--- src/rtl/spi_tgt_pkg.sv ---
package spi_tgt_pkg;
    parameter int unsigned SPI_WORD_W_DEF = 8;
    parameter int unsigned SPI_SYNC_DEF   = 2;

    typedef struct packed {
        logic rise;
        logic fall;
    } sck_edge_t;
endpackage

--- src/rtl/spi_tgt_edge.sv ---
module spi_tgt_edge
    import spi_tgt_pkg::*;
#(
    parameter int unsigned SYNC_STAGES = SPI_SYNC_DEF
) (
    input  logic      clk_i,
    input  logic      rst_ni,
    input  logic      sck_i,
    output sck_edge_t edge_o
);
    typedef struct packed {
        logic [SYNC_STAGES-1:0] chain;
        logic                   last;
    } edge_state_t;

    edge_state_t st_d, st_q;
    logic        synced;

    assign synced = st_q.chain[SYNC_STAGES-1];

    always_comb begin
        st_d = st_q;
        if (SYNC_STAGES > 1) begin
            st_d.chain = {st_q.chain[SYNC_STAGES-2:0], sck_i};
        end else begin
            st_d.chain[0] = sck_i;
        end
        st_d.last = synced;
        edge_o.rise = synced & ~st_q.last;
        edge_o.fall = ~synced & st_q.last;
    end

    always_ff @(posedge clk_i or negedge rst_ni) begin
        if (!rst_ni) begin
            st_q <= '{chain: '1, last: 1'b1};
        end else begin
            st_q <= st_d;
        end
    end
endmodule

--- src/rtl/spi_tgt_tx.sv ---
module spi_tgt_tx #(
    parameter int unsigned DATA_W = 8
) (
    input  logic              clk_i,
    input  logic              rst_ni,
    input  logic              fall_i,
    input  logic              word_done_i,
    input  logic              wr_en_i,
    input  logic [DATA_W-1:0] wr_data_i,
    output logic              sdo_o,
    output logic              tx_ready_o,
    output logic              busy_o
);
    localparam int unsigned CNT_W = (DATA_W > 1) ? $clog2(DATA_W) : 1;
    localparam logic [CNT_W-1:0] LAST_BIT = CNT_W'(DATA_W - 1);

    typedef struct packed {
        logic [DATA_W-1:0] hold;
        logic              pending;
        logic [DATA_W-1:0] shift;
        logic [CNT_W-1:0]  cnt;
        logic              dout;
        logic              ready;
        logic              busy;
    } tx_state_t;

    tx_state_t st_d, st_q;

    always_comb begin
        st_d       = st_q;
        st_d.ready = 1'b0;

        if (fall_i) begin
            if (st_q.cnt == '0) begin
                st_d.dout    = st_q.hold[DATA_W-1];
                st_d.shift   = st_q.hold << 1;
                st_d.pending = 1'b0;
                st_d.ready   = st_q.pending;
            end else begin
                st_d.dout  = st_q.shift[DATA_W-1];
                st_d.shift = st_q.shift << 1;
            end
            st_d.cnt = (st_q.cnt == LAST_BIT) ? '0 : st_q.cnt + 1'b1;
        end

        if (word_done_i && !st_q.pending) begin
            st_d.busy = 1'b0;
        end

        if (wr_en_i) begin
            st_d.hold    = wr_data_i;
            st_d.pending = 1'b1;
            st_d.busy    = 1'b1;
        end
    end

    always_ff @(posedge clk_i or negedge rst_ni) begin
        if (!rst_ni) begin
            st_q <= '0;
        end else begin
            st_q <= st_d;
        end
    end

    assign sdo_o      = st_q.dout;
    assign tx_ready_o = st_q.ready;
    assign busy_o     = st_q.busy;
endmodule

--- src/rtl/spi_tgt_rx.sv ---
module spi_tgt_rx #(
    parameter int unsigned DATA_W = 8
) (
    input  logic              clk_i,
    input  logic              rst_ni,
    input  logic              rise_i,
    input  logic              sdi_i,
    input  logic              rd_en_i,
    output logic [DATA_W-1:0] rd_data_o,
    output logic              rx_done_o,
    output logic              rx_valid_o,
    output logic              overrun_o
);
    localparam int unsigned CNT_W = (DATA_W > 1) ? $clog2(DATA_W) : 1;
    localparam logic [CNT_W-1:0] LAST_BIT = CNT_W'(DATA_W - 1);

    typedef struct packed {
        logic [DATA_W-1:0] shift;
        logic [CNT_W-1:0]  cnt;
        logic [DATA_W-1:0] data;
        logic              done;
        logic              valid;
        logic              ovr;
    } rx_state_t;

    rx_state_t         st_d, st_q;
    logic [DATA_W-1:0] next_word;

    always_comb begin
        st_d      = st_q;
        st_d.done = 1'b0;
        next_word = {st_q.shift[DATA_W-2:0], sdi_i};

        if (rd_en_i) begin
            st_d.valid = 1'b0;
            st_d.ovr   = 1'b0;
        end

        if (rise_i) begin
            st_d.shift = next_word;
            if (st_q.cnt == LAST_BIT) begin
                st_d.cnt   = '0;
                st_d.data  = next_word;
                st_d.done  = 1'b1;
                st_d.valid = 1'b1;
                st_d.ovr   = st_d.ovr | (st_q.valid & ~rd_en_i);
            end else begin
                st_d.cnt = st_q.cnt + 1'b1;
            end
        end
    end

    always_ff @(posedge clk_i or negedge rst_ni) begin
        if (!rst_ni) begin
            st_q <= '0;
        end else begin
            st_q <= st_d;
        end
    end

    assign rd_data_o  = st_q.data;
    assign rx_done_o  = st_q.done;
    assign rx_valid_o = st_q.valid;
    assign overrun_o  = st_q.ovr;
endmodule

--- src/rtl/spi_tgt_xcvr.sv ---
module spi_tgt_xcvr
    import spi_tgt_pkg::*;
#(
    parameter int unsigned DATA_W      = SPI_WORD_W_DEF,
    parameter int unsigned SYNC_STAGES = SPI_SYNC_DEF
) (
    input  logic              clk_i,
    input  logic              rst_ni,
    input  logic              sck_i,
    input  logic              sdi_i,
    output logic              sdo_o,
    input  logic              wr_en_i,
    input  logic [DATA_W-1:0] wr_data_i,
    input  logic              rd_en_i,
    output logic [DATA_W-1:0] rd_data_o,
    output logic              tx_ready_o,
    output logic              rx_done_o,
    output logic              busy_o,
    output logic              rx_valid_o,
    output logic              overrun_o
);
    sck_edge_t sck_edge;
    logic      word_done;

    spi_tgt_edge #(.SYNC_STAGES(SYNC_STAGES)) edge_i (
        .clk_i  (clk_i),
        .rst_ni (rst_ni),
        .sck_i  (sck_i),
        .edge_o (sck_edge)
    );

    spi_tgt_tx #(.DATA_W(DATA_W)) tx_i (
        .clk_i       (clk_i),
        .rst_ni      (rst_ni),
        .fall_i      (sck_edge.fall),
        .word_done_i (word_done),
        .wr_en_i     (wr_en_i),
        .wr_data_i   (wr_data_i),
        .sdo_o       (sdo_o),
        .tx_ready_o  (tx_ready_o),
        .busy_o      (busy_o)
    );

    spi_tgt_rx #(.DATA_W(DATA_W)) rx_i (
        .clk_i      (clk_i),
        .rst_ni     (rst_ni),
        .rise_i     (sck_edge.rise),
        .sdi_i      (sdi_i),
        .rd_en_i    (rd_en_i),
        .rd_data_o  (rd_data_o),
        .rx_done_o  (word_done),
        .rx_valid_o (rx_valid_o),
        .overrun_o  (overrun_o)
    );

    assign rx_done_o = word_done;
endmodule

--- config.mk ---
export PLATFORM = sky130hd
export DESIGN_NAME = spi_tgt_xcvr
export DESIGN_NICKNAME = d
export VERILOG_FILES = /design/src/rtl/spi_tgt_pkg.sv /design/src/rtl/spi_tgt_edge.sv /design/src/rtl/spi_tgt_tx.sv /design/src/rtl/spi_tgt_rx.sv /design/src/rtl/spi_tgt_xcvr.sv
export SDC_FILE = /design/constraint.sdc
export NUM_CORES = 1
export LEC_CHECK = 0
export BUFFER_PORTS_ARGS = -buffer_cell sky130_fd_sc_hd__buf_2
export CELL_PAD_IN_SITES_DETAIL_PLACEMENT = 1
export CELL_PAD_IN_SITES_GLOBAL_PLACEMENT = 1
export CORE_MARGIN = 10
export CORE_UTILIZATION = 35
export DETAILED_ROUTE_END_ITERATION = 10
export GPL_TIMING_DRIVEN = 1
export PLACE_DENSITY = 0.73
export SLEW_MARGIN = 15
export SYNTH_ARGS = -nofsm -noshare
export SYNTH_HDL_FRONTEND = slang
export SYNTH_SLANG_ARGS = --single-unit
--- constraint.sdc ---
create_clock -name clk_i -period 1.3 [get_ports clk_i]
set_input_delay 0.39 -clock clk_i [delete_from_list [all_inputs] [get_ports clk_i]]
set_output_delay 0.39 -clock clk_i [all_outputs]
set_load 0.01 [all_outputs]
# Word-level counts from Yosys, hierarchy flattened
# Index checks and enable logic that the tools add are counted.
totals:
  regBits: 47
  latchBits: 0
  mem_bits_rw: 0
  rom_bits: 0
  in_bits: 14
  memories: 0
op_classes:
  add_sub_neg: 2
  n_mul: 0
  div: 0
  n_lt_le_gt_ge: 0
  eq_ne: 2
  shift: 0
  n_mux: 13
  n_bitwise: 7
  reduce_logical: 8
ops:
  columns: ["operator", "count"]
  rows:
  - ["2-to-1 mux 14 bit", 1]
  - ["2-to-1 mux 3 bit", 4]
  - ["2-to-1 mux 8 bit", 1]
  - ["adder 3 x 1 -> 3 bit (second input constant)", 2]
  - ["equality test 3 bit (second input constant)", 2]
  - ["2-to-1 mux 1 bit", 6]
  - ["nonzero test 2 bit", 3]
  - ["AND reduction 2 bit", 2]
  - ["AND 1 bit", 3]
  - ["zero test 3 bit", 1]
  - ["NOT 1 bit", 3]
  - ["2-to-1 mux 2 bit", 1]
  - ["logical AND 1 bit", 1]
  - ["zero test 1 bit", 1]
  - ["OR 1 bit", 1]

# Depth between registers and ports, before layout
# Gate-level depths: netlist (run 1).
logic_depth:
  word_depth: 5
  mapped_depth: 6
  depth_no_buf: 5

# By module
# Synthesis (run 1) repeated with hierarchy kept, for this count alone.
hier_totals:
  cells_unflattened: 144
  area_unflattened_um2: 1960.6
by_module_without_submodules:
  columns: ["module", "n_inst", "cells_per_inst", "area_each_um2", "seq_area_each_um2"]
  rows:
  - ["spi_tgt_tx", 1, 82, 1013.5, 550.5]
  - ["spi_tgt_rx", 1, 57, 853.3, 525.5]
  - ["spi_tgt_edge", 1, 5, 93.8, 78.8]

# Least setup slack after synthesis (run 1)
# No wires, ideal clock.
synth_path:
  kind: "register -> register"
  from: "reg rx_i.st_q[11] in the netlist's numbering"
  to: "reg rx_i.st_q (netlist bit rx_i.rd_data_o[0])"
  setup_time_ns: 0.125
  arrival_ns: 1.224
  required_time_ns: 1.175
  slack_ns: -0.048
  path_stages_with_launch: 5
  cell_sequence: "dfrtp_1 ha_1 ha_1 nand2_4 mux2_2"
synth_between:
  elab_chain_len: 2
synth_rtl:
  columns: ["element", "line", "source"]
  rows:
  - ["from (decl)", "spi_tgt_rx.sv:26", "rx_state_t st_d, st_q;"]
  - ["from (signal assigned)", "spi_tgt_rx.sv:57", "st_q <= st_d;"]
  - ["equality test 3 bit", "spi_tgt_rx.sv:41", "if (st_q.cnt == LAST_BIT) begin"]
  - ["AND reduction 2 bit (no source line)", null, null]
# No other way between the ends.
# A chain may end at the register's enable or synchronous reset.

# Final worst setup path (run 1)
layout_path:
  from: "reg edge_i.st_q (netlist bit edge_i.st_d[0])"
  to: "reg rx_i.st_q (netlist bit rx_i.rd_data_o[0])"
layout_between:
  elab_chain_len: 2
layout_rtl:
  columns: ["element", "line", "source"]
  rows:
  - ["from (decl)", "spi_tgt_edge.sv:16", "edge_state_t st_d, st_q;"]
  - ["from (signal assigned)", "spi_tgt_edge.sv:35", "st_q <= '{chain: '1, last: 1'b1};"]
  - ["from (signal assigned)", "spi_tgt_edge.sv:37", "st_q <= st_d;"]
  - ["AND 1 bit", "spi_tgt_edge.sv:29", "edge_o.rise = synced & ~st_q.last;"]
  - ["AND reduction 2 bit (no source line)", null, null]
# No other way between the ends.

==> results.toml, run 1 <==
[yosys]
syn-num-nets = 162
synth-seq-cells = 46
synthDistinctLibCells = 21
synthTopCellsByArea = "dfrtp_1 (57%), mux2_2 (14%), dfstp_2 (4.2%)"
syn_area_per_cell_um2 = 13.4
yosysSeqAreaShare = 0.608
ys.warnings.count = 0
syn_area_um2 = 1900
synth_top_cell_by_area = "dfrtp_1"
syn_inst = 142
synth_top_area_share = 0.567

[floorplan]
start_util = 0.367
dieArea_um2 = 8770
ios = 28
die_h_um = 93.7
core_area_um2 = 5170
rows = 26
die_width_um = 93.7

[worst_setup_path]
rr_endpoint = "rx_i.rd_data_o[0]"
cp-startpoint = "edge_i.st_d[0]"
reg2reg_slack_ps = -120
crit_type = "flip-flop to flip-flop"
crit_path_cell_trace = "nor2b_4, buf_6, nand2_8, mux2_4"
crit_fanout = 5
r2r_cells = 4
cp.depth = 4
path_buf_inv = 1
required_ps = 1500
slowest_delay_ps = 550
critPathTopFamily = "flip-flops"
crit_path_end_kind = "flip-flop"
cp_slowest_cell = "dfstp_2"
critPathCapture = "rx_i.rd_data_o[0]"
timing.rr.start = "edge_i.st_d[0]"
start_kind = "flip-flop"
worstPathArrival_ps = 1620

[placed_design]
hpwl_um = 2860
place_area_um2 = 2130
gp_congestion = 0.750
place.port_buffers = 27

[clock_network]
htree_levels = 2
cts_buffers = 5
clock-sinks = 46
insertion_delay_ps = 310
cts_root_buffer = "clkbuf_8"
path_clk_slew_ps = 90
cts_tree = "done"
clk_path_buf_depth = 2

[routing]
num_vias = 1195
drt-initial-drc-count = 39
ant_nets = 0
vias_per_cell = 4.72
drc = 0
wl_per_cell_um = 17.2
drtPass1Iterations = 4
wl_um = 4360

[timing]
finalClockSkew_ps = 10.6
final-hold-violation-count = 0
fin_setup_tns_ps = -2080
timing.final.crit_share = 1.09
setup_ws_ps = -120
max_freq_mhz = 704
grt_setup_unrepaired = "yes"
slew_headroom = 0.818
fin_crit_ps = 1420
tightest_slew_ps = 273
drv_slew = 0
finalSetupViolCount = 26

[final_layout]
final_common_cell = "dfrtp_1"
layout-drive-gt1-share = 0.514
diodes = 0
final_area_um2 = 2470
fin_nets = 202
syn_to_final_growth_pct = 30.0
final_cell_mix = "dfrtp_1 (43), buf_2 (27), mux2_4 (13)"

[global_routing]
antenna_found_initial = 0
grt_util_all_layers = 0.100
grt_pass1_vias = 1352
globalRouteOverflowTotal = 0
grt_pass1_wl_um = 6770
grt_max_degree = 47

[pwr]
p_leak_uw = 0.00119
pwr_density_cell_nw_per_um2 = 1900
irDropWorstVdd_v = 0.000926
total_power_uw = 4700

[hold_path]
min_path_type = "input port to async pin"

[status]
status = "finished, violations left"
violations = "negative setup slack"

[job]
max_cap_viol_count = 0
## layer usage
| layer | up-vias | wire [µm] | track usage |
|---|---|---|---|
| met4 | 0 | 67 | 0.0494 |
| met1 | 612 | 1670 | 0.103 |
| met3 | 6 | 247 | 0.0352 |
| met2 | 24 | 2380 | 0.177 |
| met5 | - | 0 | 0 |
| li1 | 553 | - | - |
## synthesized netlist by cell type
master    instances
o21ai_0          13
nor2b_4           1
buf_4            10
inv_1             6
and3_1            1
nand3b_1          2
and2b_1           1
mux2i_1           7
a31oi_1           1
dfstp_2           3
nand2b_1          2
nor2b_1           1
nand2_4           1
dfrtp_1          43
nor2_1            2
mux2_2           24
buf_2             2
ha_1              6
a21o_1            2
or3_1             1
nand2_1          13
## what timing repair did
item,in CTS,in global routing
endpoints found under the hold margin,0,0
buffers inserted,6,3
cloned,1,1
gates resized for setup,21,25
hold buffers,0,0
endpoints found under the setup margin,27,29
pin swaps,5,5
## state kept, by name, summed over array words and instances, names as in the netlist
register         flops
rx_i.overrun_o       1
rx_i.next_word       7
tx_i.st_q           19
edge_i.st_d          2
tx_i.tx_ready_o      1
rx_i.st_q            3
edge_i.st_q          1
tx_i.busy_o          1
rx_i.rx_done_o       1
rx_i.rx_valid_o      1
rx_i.rd_data_o       8
tx_i.sdo_o           1
## power breakdown
part	switching, µW	internal (µW)
clock network	526	385
logic	677	953
registers	303	1850
## kinds of logic (layout without fill, tap and decap cells)
logic type	count (synthesis)	in the layout	share of synthesized area
flops	46	46	0.608
mux	31	31	0.179
simple gates	25	26	0.0712
buf+inv	18	58	0.0567
compound gates	16	16	0.0455
fa+ha+maj	6	6	0.0395
## area by class of cell
class,instances,area (µm²)
Fill cell,547,2700
Inverter,6,22.5
Multi-Input combinational cell,79,774
Timing Repair Buffer,44,337
Clock inverter,3,23.8
Clock buffer,5,68.8
Sequential cell,46,1150
Tap cell,70,87.6
## stage by stage
stage / hold WS (ps) / worst slack, ps / utilization / std cells
floorplan: 94.4 / -9.10 / - / 142
global placement: 350 / -40.9 / 0.412 / 234
detailed placement: 353 / -156 / 0.412 / 234
CTS: 54.4 / -54.7 / 0.456 / 249
global route: 67.6 / -185 / 0.477 / 253
finish: 44.1 / -120 / 0.477 / 253
## worst min path at each step
stage / start / end / slack [ps]
3_5_place_dp: edge_i.st_d[2] / edge_i.st_d[0] / 350
6_report: rst_ni / rx_i.rd_data_o[0] / 40
4_1_cts: rst_ni / tx_i.st_q[15] / 50
5_1_grt: rst_ni / tx_i.st_q[15] / 70
3_3_place_gp: edge_i.st_d[2] / edge_i.st_d[0] / 350
2_1_floorplan: rst_ni / rx_i.next_word[1] / 90
(Power assumes the default switching activity.)
==> run 2: changes to the inputs <==
--- a/config.mk
+++ b/config.mk
@@ -5,14 +5,16 @@
 export SDC_FILE = /design/constraint.sdc
 export NUM_CORES = 1
 export LEC_CHECK = 0
+export ABC_CLOCK_PERIOD_IN_PS = 1300
 export BUFFER_PORTS_ARGS = -buffer_cell sky130_fd_sc_hd__buf_2
 export CELL_PAD_IN_SITES_DETAIL_PLACEMENT = 1
 export CELL_PAD_IN_SITES_GLOBAL_PLACEMENT = 1
 export CORE_MARGIN = 10
-export CORE_UTILIZATION = 35
+export CORE_UTILIZATION = 43
+export CTS_BUF_LIST = sky130_fd_sc_hd__clkbuf_8
 export DETAILED_ROUTE_END_ITERATION = 10
 export GPL_TIMING_DRIVEN = 1
-export PLACE_DENSITY = 0.73
+export PLACE_DENSITY = 0.85
 export SLEW_MARGIN = 15
 export SYNTH_ARGS = -nofsm -noshare
 export SYNTH_HDL_FRONTEND = slang
==> results.toml, run 2 (same netlist as run 1, synthesis figures left out) <==
[floorplan]
rows = 24
die_h_um = 86.5
start_util = 0.439
ios = 28
core_area_um2 = 4320
die_width_um = 86.5
dieArea_um2 = 7480

[worst_setup_path]
crit_path_end_kind = "flip-flop"
reg2reg_slack_ps = -70
worstPathArrival_ps = 1540
slowest_delay_ps = 530
start_kind = "flip-flop"
crit_fanout = 5
path_buf_inv = 1
critPathTopFamily = "flip-flops"
crit_type = "flip-flop to flip-flop"
timing.rr.start = "edge_i.st_d[0]"
crit_path_cell_trace = "nor2b_4, buf_6, nand2_8, mux2_4"
rr_endpoint = "rx_i.rd_data_o[1]"
required_ps = 1470
cp-startpoint = "edge_i.st_d[0]"
r2r_cells = 4
cp_slowest_cell = "dfstp_2"

[pwr]
irDropWorstVdd_v = 0.000983
p_leak_uw = 0.00120
pwr_density_cell_nw_per_um2 = 1890
p_switching_uw = 1400
swShare = 0.308
p_int_uw = 3140
pwr-share-comb = 0.333
clock_power_share = 0.190
p_seq_frac = 0.476

[routing]
vias_per_cell = 4.95
drt-initial-drc-count = 44
drc = 0
wl_um = 4330
drtPass1Iterations = 2
num_vias = 1164
ant_nets = 0
wl_per_cell_um = 18.4

[global_routing]
grt_pass1_wl_um = 6990
antenna_found_initial = 0
grt_max_degree = 47
grt_pass1_vias = 1380
grt_util_all_layers = 0.118
globalRouteOverflowTotal = 0

[final_layout]
final_cell_mix = "dfrtp_1 (43), buf_2 (27), mux2_4 (16)"
register_area_um2 = 1150
max_flop_register = "tx_i.st_q"
multi_input_area_um2 = 764
fin_nets = 202
diodes = 0
syn_to_final_growth_pct = 26.8
layout-drive-gt1-share = 0.497
fin_util = 0.557
largest_reg_flops = 19
final_common_cell = "dfrtp_1"
finalNonFillerCells = 235
fillCellCount = 454
final_area_um2 = 2410

[clock_network]
cts_buffers = 5
cts_tree = "done"
insertion_delay_ps = 290
clock-sinks = 46
hold_buffers = 0
cts_root_buffer = "clkbuf_8"
htree_levels = 2
path_clk_slew_ps = 80
clk_path_buf_depth = 2

[timing]
final-hold-violation-count = 0
fin_crit_ps = 1370
finalClockSkew_ps = 7.35
drv_slew = 0
max_freq_mhz = 731
grt_setup_unrepaired = "yes"
setup_ws_ps = -68.3
finalSetupViolCount = 23
slew_headroom = 0.839
timing.final.crit_share = 1.05
tightest_slew_ps = 241

[status]
status = "finished, violations left"
violations = "negative setup slack"

[placed_design]
place_area_um2 = 2100
hpwl_um = 2890
dp_slack_ps = -122
dp_cells = 217
gp_congestion = 0.744
place.port_buffers = 27

[job]
max_cap_viol_count = 0

[hold_path]
min_path_type = "input port to async pin"
==> run 2: cell types whose count changed in the layout (fill, tap and decap cells not counted), moves of 2 or more <==
cell and delta:
mux2_2 -3, mux2_4 +3, clkinvlp_4 -2, buf_6 +3
==> run 2: metrics by stage <==
stage               hold slack, ps  TNS (ps)  power (µW)
detailed placement             350     -1800        3320
global route                  62.9     -2390        4870
floorplan                     94.4     -63.7        2940
global placement               350      -250        3160
finish                        65.4      -828        4540
CTS                           73.4      -715        4460
==> run 2: per-layer routing <==
| metal | global-route usage | part of all wire | up-vias |
|---|---|---|---|
| met1 | 0.123 | 0.39 | 588 |
| met5 | 0 | 0 | - |
| met4 | 0.0324 | 0.0088 | 0 |
| li1 | - | - | 551 |
| met2 | 0.219 | 0.56 | 21 |
| met3 | 0.0403 | 0.047 | 4 |
==> run 2: area by class of cell <==
type	count	area share
timing repair buffer	44	0.129
clock buffer	6	0.0343
sequential	46	0.479
tap	52	0.0270
inverter	6	0.00935
multi-input combinational	79	0.317
clock inverter	2	0.00364
==> run 2: repair_timing <==
item,in CTS,in global routing
endpoints found under the setup margin,27,28
buffers inserted,7,2
gates resized for setup,28,17
gates cloned,1,0
pin swaps,6,2
==> run 2: power groups by stage <==
| stage | Sequential (µW) | Clock [µW] | Combinational (µW) |
|---|---|---|---|
| global route | 2220 | 979 | 1670 |
| global placement | 2100 | 0 | 1060 |
| floorplan | 2070 | 0 | 874 |
| detailed placement | 2150 | 0 | 1170 |
| finish | 2160 | 865 | 1510 |
| CTS | 2150 | 882 | 1430 |
==> run 2: worst max-delay path by stage <==
stage                   endpoint  slack, ps  cells after the start
2_1_floorplan  rx_i.next_word[3]         -9                      3
3_3_place_gp   rx_i.rd_data_o[5]        -20                      4
3_5_place_dp          tx_i.sdo_o       -120                      6
4_1_cts          rx_i.rx_valid_o        -40                      6
5_1_grt        rx_i.rd_data_o[6]       -120                      4
6_report       rx_i.rd_data_o[1]        -70                      4
